`config.mk`:
```
export PLATFORM = sky130hd
export DESIGN_NAME = llc_victim_query
export DESIGN_NICKNAME = d
export VERILOG_FILES = /design/src/rtl/llc_victim_query_pkg.sv /design/src/rtl/lru_rank_stack.sv /design/src/rtl/free_way_pick.sv /design/src/rtl/llc_victim_query.sv
export SDC_FILE = /design/constraint.sdc
export NUM_CORES = 1
export LEC_CHECK = 0
export ABC_AREA = 1
export BUFFER_PORTS_ARGS = -buffer_cell sky130_fd_sc_hd__buf_2
export CAP_MARGIN = 5
export CORE_MARGIN = 1.5
export CORE_UTILIZATION = 52
export CTS_CLUSTER_DIAMETER = 200
export DETAILED_ROUTE_END_ITERATION = 8
export GPL_ROUTABILITY_DRIVEN = 0
export HOLD_SLACK_MARGIN = 0.12
export PLACE_DENSITY = 0.8
export SYNTH_ARGS = -nofsm -noshare
export SYNTH_HDL_FRONTEND = slang
export SYNTH_SLANG_ARGS = --single-unit
```
`constraint.sdc`:
```
create_clock -name clk -period 2.5 [get_ports clk]
set_input_delay 0.5 -clock clk [delete_from_list [all_inputs] [get_ports clk]]
set_output_delay 0.5 -clock clk [all_outputs]
set_load 0.02 [all_outputs]
```
`src/rtl/llc_victim_query_pkg.sv`:
```
package llc_victim_query_pkg;
  typedef enum logic [1:0] {
    SEL_IDLE = 2'd0,
    SEL_ASK  = 2'd1,
    SEL_WAIT = 2'd2
  } sel_state_e;
endpackage

```
`src/rtl/lru_rank_stack.sv`:
```
module lru_rank_stack #(
  parameter int WAYS = 4,
  localparam int IW = $clog2(WAYS)
) (
  input  logic          clk,
  input  logic          rst_n,
  input  logic          touch_en,
  input  logic [IW-1:0] touch_way,
  output logic [IW-1:0] lru_way,
  output logic [IW-1:0] next_way
);
  // rank 0 = least recent, WAYS-1 = most recent
  logic [IW-1:0] rank_q [WAYS];
  logic [IW-1:0] touched_rank;

  assign touched_rank = rank_q[touch_way];

  for (genvar w = 0; w < WAYS; w++) begin : g_rank
    always_ff @(posedge clk) begin
      if (!rst_n) begin
        rank_q[w] <= IW'(w);
      end else if (touch_en) begin
        if (touch_way == IW'(w)) begin
          rank_q[w] <= IW'(WAYS - 1);
        end else if (rank_q[w] > touched_rank) begin
          rank_q[w] <= rank_q[w] - 1'b1;
        end
      end
    end
  end

  always_comb begin
    lru_way  = '0;
    next_way = '0;
    for (int w = 0; w < WAYS; w++) begin
      if (rank_q[w] == '0)      lru_way  = IW'(w);
      if (rank_q[w] == IW'(1))  next_way = IW'(w);
    end
  end
endmodule

```
`src/rtl/free_way_pick.sv`:
```
module free_way_pick #(
  parameter int WAYS = 4,
  localparam int IW = $clog2(WAYS)
) (
  input  logic [WAYS-1:0] valid_vec,
  output logic            any_free,
  output logic [IW-1:0]   free_way
);
  assign any_free = ~&valid_vec;

  always_comb begin
    free_way = '0;
    for (int w = WAYS - 1; w >= 0; w--) begin
      if (!valid_vec[w]) free_way = IW'(w);
    end
  end
endmodule

```
`src/rtl/llc_victim_query.sv`:
```
module llc_victim_query
  import llc_victim_query_pkg::*;
#(
  parameter int WAYS      = 4,
  parameter int TRY_LIMIT = 2,
  localparam int IW = $clog2(WAYS),
  localparam int TW = $clog2(TRY_LIMIT + 1)
) (
  input  logic          clk,
  input  logic          rst_n,
  input  logic          miss_valid,
  output logic          miss_ready,
  input  logic          hit_valid,
  input  logic [IW-1:0] hit_way,
  output logic          qry_valid,
  input  logic          qry_ready,
  output logic [IW-1:0] qry_way,
  input  logic          rsp_valid,
  output logic          rsp_ready,
  input  logic          rsp_reject,
  output logic          vic_valid,
  output logic [IW-1:0] vic_way,
  output logic          vic_forced,
  output logic          busy
);
  sel_state_e    st_q;
  logic [IW-1:0] cand_q;
  logic [TW-1:0] tries_q;
  logic [WAYS-1:0] valid_q;
  logic          vic_valid_q, vic_forced_q;
  logic [IW-1:0] vic_way_q;

  logic          miss_fire, rsp_fire, at_limit;
  logic          any_free;
  logic [IW-1:0] free_way, lru_way, next_way, after_reject;
  logic          touch_en;
  logic [IW-1:0] touch_way;

  free_way_pick #(.WAYS(WAYS)) u_free (
    .valid_vec (valid_q),
    .any_free  (any_free),
    .free_way  (free_way)
  );

  lru_rank_stack #(.WAYS(WAYS)) u_rank (
    .clk       (clk),
    .rst_n     (rst_n),
    .touch_en  (touch_en),
    .touch_way (touch_way),
    .lru_way   (lru_way),
    .next_way  (next_way)
  );

  assign miss_ready = (st_q == SEL_IDLE);
  assign busy       = (st_q != SEL_IDLE);
  assign qry_valid  = (st_q == SEL_ASK);
  assign qry_way    = cand_q;
  assign rsp_ready  = (st_q == SEL_WAIT);
  assign vic_valid  = vic_valid_q;
  assign vic_way    = vic_way_q;
  assign vic_forced = vic_forced_q;

  assign miss_fire = miss_valid && miss_ready;
  assign rsp_fire  = rsp_valid && rsp_ready;
  assign at_limit  = (tries_q == TW'(TRY_LIMIT));

  // candidate moves to MRU, so the new LRU is the old second when it was LRU
  assign after_reject = (lru_way != cand_q) ? lru_way : next_way;

  always_comb begin
    touch_en  = 1'b0;
    touch_way = cand_q;
    if (miss_fire && any_free) begin
      touch_en  = 1'b1;
      touch_way = free_way;
    end else if (rsp_fire) begin
      touch_en  = 1'b1;
      touch_way = cand_q;
    end else if (miss_ready && hit_valid && !miss_fire) begin
      touch_en  = 1'b1;
      touch_way = hit_way;
    end
  end

  always_ff @(posedge clk) begin
    if (!rst_n) begin
      st_q         <= SEL_IDLE;
      cand_q       <= '0;
      tries_q      <= '0;
      valid_q      <= '0;
      vic_valid_q  <= 1'b0;
      vic_way_q    <= '0;
      vic_forced_q <= 1'b0;
    end else begin
      vic_valid_q <= 1'b0;
      unique case (st_q)
        SEL_IDLE: begin
          if (miss_fire) begin
            if (any_free) begin
              vic_valid_q        <= 1'b1;
              vic_way_q          <= free_way;
              vic_forced_q       <= 1'b0;
              valid_q[free_way]  <= 1'b1;
            end else begin
              cand_q  <= lru_way;
              tries_q <= TW'(1);
              st_q    <= SEL_ASK;
            end
          end
        end
        SEL_ASK: begin
          if (qry_ready) st_q <= SEL_WAIT;
        end
        SEL_WAIT: begin
          if (rsp_valid) begin
            if (!rsp_reject || at_limit) begin
              vic_valid_q  <= 1'b1;
              vic_way_q    <= cand_q;
              vic_forced_q <= rsp_reject;
              st_q         <= SEL_IDLE;
            end else begin
              cand_q  <= after_reject;
              tries_q <= tries_q + 1'b1;
              st_q    <= SEL_ASK;
            end
          end
        end
        default: st_q <= SEL_IDLE;
      endcase
    end
  end
endmodule

```
==> flow_summary.toml <==
[outcome]
violations = "setup timing"
outcome = "finished with violations"

[setup_path]
reg2reg_depth = 16
startpoint = "st_q[0]$_SDFFE_PN0P_"
worst-path-max-fanout = 5
critPathKind = "reg2reg"
regToRegEndpoint = "u_rank.rank_q[1][0]$_SDFFCE_PN1P_"
start_kind = "register"
cp-end-kind = "register"
reg2reg_slack_ns = -0.007
cp.depth = 16
regToRegStartpoint = "st_q[0]$_SDFFE_PN0P_"
crit_chain = "nor2_4 > nand2_4 > inv_6 > nand2_8 > nand3_4 > nand2_4 > inv_2 > nand2_2 > o2111ai_2 > inv_2 > ha_4 > nor2_4 > o211ai_2 > nand3_2 > nand2_1 > nand2_1"
worstPathArrival_ns = 2.58
cpMaxStageDelayCell = "dfxtp_4"
critPathRequiredTime_ns = 2.57
critPathCapture = "u_rank.rank_q[1][0]$_SDFFCE_PN1P_"
slowest_delay_ns = 0.38
crit_family = "simple AND/OR/NAND/NOR gates"
cp_num_buf_inv = 3

[timing]
fin_skew_ns = 0.00181
rsz0062_at_grt = "true"
slew_headroom_pct = 67.9
timing.hold.ws_ns = 0.432
final-setup-viol-count = 2
finalCritPeriodShare_pct = 100
worst_slew_pin_slew_ns = 0.479
setup_tns_ns = -0.0131
min_period_ns = 2.51
slew_violations = 0
finalHoldViolCount = 0
fin_ws_ns = -0.00658
fmax_mhz = 399

[power]
p_per_area_mw_per_mm2 = 742
leakage_nw = 1.03
ir_worst_vdd_v = 0.000390

[yosys]
yosysSeqAreaShare_pct = 32.4
netlist_instances = 213
synthesis.nets = 233
synth.area.top_cells = "dfxtp_1 (17%), edfxtp_1 (15%), nand2_1 (11%)"
synth_top_area_cell = "dfxtp_1"
yosys_warnings = 0
synth_cell_types = 33
synth_top_area_share_pct = 17.4
ys_seq_elements = 22
netlist_area_mm2 = 0.00161
synth_area_per_cell_um2 = 7.54

[cts]
worstSkewPairLatency_ns = 0.32
cts_tree = "yes"
numClockSinks = 22
h-tree-depth = 1
clock_path_buffers = 2
root_buffer = "clkbuf_4"
ctsHoldBuffers = 0
clk_transition_reported_paths_ns = 0.13
numCtsBuffers = 3

[place]
dpl.hpwl_mm = 2.78
dp_slack_ns = -0.238
port_buffers = 18

[floorplan]
ios = 19
die_h_um = 58.6
core_mm2 = 0.00285
fp.dieW_um = 58.6
dieArea_mm2 = 0.00343
num_rows = 19
start_util_pct = 56.3

[global_route]
grt_util_all_layers_pct = 22.8
grt_pass1_vias = 1365
met2_usage_pct = 36.6
grt_pass1_wl_mm = 5.90
antenna_found_initial = 0
grt_overflow = 0
grt.busiest_layer = "met2"
grtUsageMet3_pct = 2.86
grt_max_degree = 15
use_met1_pct = 32.6

[drt]
vias_per_cell = 5.56
routed_wl_mm = 4.25
drcViolationCount = 0
drtIter0Drc = 122
num_vias = 1611
wl_per_cell_um = 14.7
drt_pass1_iterations = 4
ant_nets = 0

[run]
maxCapViolations = 0

[layout]
nNetsFinal = 280
area_growth_pct = 32.7
utilization_pct = 74.7
drive_gt1_share_pct = 43.2
antenna_cells_inserted = 0

[hold_path]
hold_class = "in2reg"
final cells by class:
cell class	instances	area (µm²)
timing repair buffer	43	282
clock buffer	4	47.5
fill	204	721
sequential	22	529
multi-input combinational	155	1090
tap	31	38.8
inverter	35	144
registers in the layout (all words and copies together), names as in the netlist:
name	cells
qry_way	2
tries_q	2
u_rank.rank_q	8
vic_valid	1
vic_forced	1
vic_way	2
st_q	2
valid_q	4
stage by stage:
stage / cell area [µm²] / cells / total power, mW
finish: 2130 / 290 / 1.58
global route: 2130 / 290 / 1.69
CTS: 1910 / 281 / 1.35
detailed placement: 1850 / 277 / 1.10
global placement: 1850 / 277 / 1.08
floorplan: 1610 / 213 / 0.920
cell families (layout without fill, tap and decap cells):
| kind of cell | count (synthesis) | in the layout | share of synthesized area (%) |
|---|---|---|---|
| XOR/XNOR | 2 | 2 | 1.09 |
| flip-flops | 22 | 22 | 32.4 |
| AND/OR/NAND/NOR | 106 | 106 | 35.7 |
| buffers and inverters | 36 | 82 | 9.03 |
| AO/OA/AOI/OAI | 36 | 36 | 13.2 |
| adder cells (fa/ha/maj) | 11 | 11 | 8.57 |
worst min-delay path, delay by kind of cell:
kind	cells	cell delay, ns
buf+inv	1	0.09
simple gates	1	0.07
compound gates	1	0.06
cell usage after synthesis, drive strengths merged:
| master | count |
|---|---|
| nand2 | 59 |
| inv | 34 |
| nand3 | 25 |
| nor2 | 19 |
| dfxtp | 14 |
| a21oi | 13 |
| o21ai | 13 |
| ha | 11 |
| edfxtp | 8 |
| a31oi | 4 |
| o211ai | 2 |
| xor2 | 2 |
| clkbuf | 1 |
| clkinv | 1 |
| nand3b | 1 |
| nand4 | 1 |
| nor3 | 1 |
| o2111ai | 1 |
| o211a | 1 |
| o21a | 1 |
| o22ai | 1 |
layer usage:
layer | share of wire [%] | up-vias
met2 | 48 | 54
met5 | 0 | -
li1 | - | 797
met4 | 1.6 | 0
met1 | 44 | 751
met3 | 7.2 | 9
repair_timing:
| action | 4_1_cts | 5_1_grt |
|---|---|---|
| buffers inserted | 0 | 9 |
| gates resized for setup | 4 | 37 |
| endpoints found under the hold margin | 0 | 0 |
| pin swaps | 0 | 22 |
| setup endpoints to repair | 4 | 13 |
power breakdown:
part	switching (mW)	leakage, nW	internal [mW]
sequential	0.0459	0.191	0.432
clock	0.120	0.0261	0.122
combinational	0.497	0.813	0.365
worst min path at each step:
stage                                        from                      end  slack [ns]  cells after the start
after floorplan           tries_q[0]$_SDFFE_PN0P_  tries_q[0]$_SDFFE_PN0P_        0.44                      1
after global placement    vic_forced$_SDFFE_PN0P_  vic_forced$_SDFFE_PN0P_        0.45                      2
after detailed placement  vic_forced$_SDFFE_PN0P_  vic_forced$_SDFFE_PN0P_        0.46                      2
after CTS                               qry_ready     st_q[1]$_SDFFE_PN0P_        0.41                      3
after global routing                   rsp_reject  vic_forced$_SDFFE_PN0P_        0.43                      3
final                                   qry_ready     st_q[1]$_SDFFE_PN0P_        0.43                      3
layout by cell type, fill, tap and decap left out, types with 4 or more instances in the layout:
cell type and n:
nor2_4 6, inv_1 25, o21ai_0 6, a31oi_1 4
ha_4 4, ha_1 7, nand2_2 13, a21oi_1 12
edfxtp_1 8, nand2_4 4, buf_2 18, nor2_1 10
o21ai_2 4, dfxtp_2 4, nand2_1 40, nand3_2 8
buf_4 24, dfxtp_1 9, nand3_1 16, inv_2 7
Power figures use the tool's default switching activity.
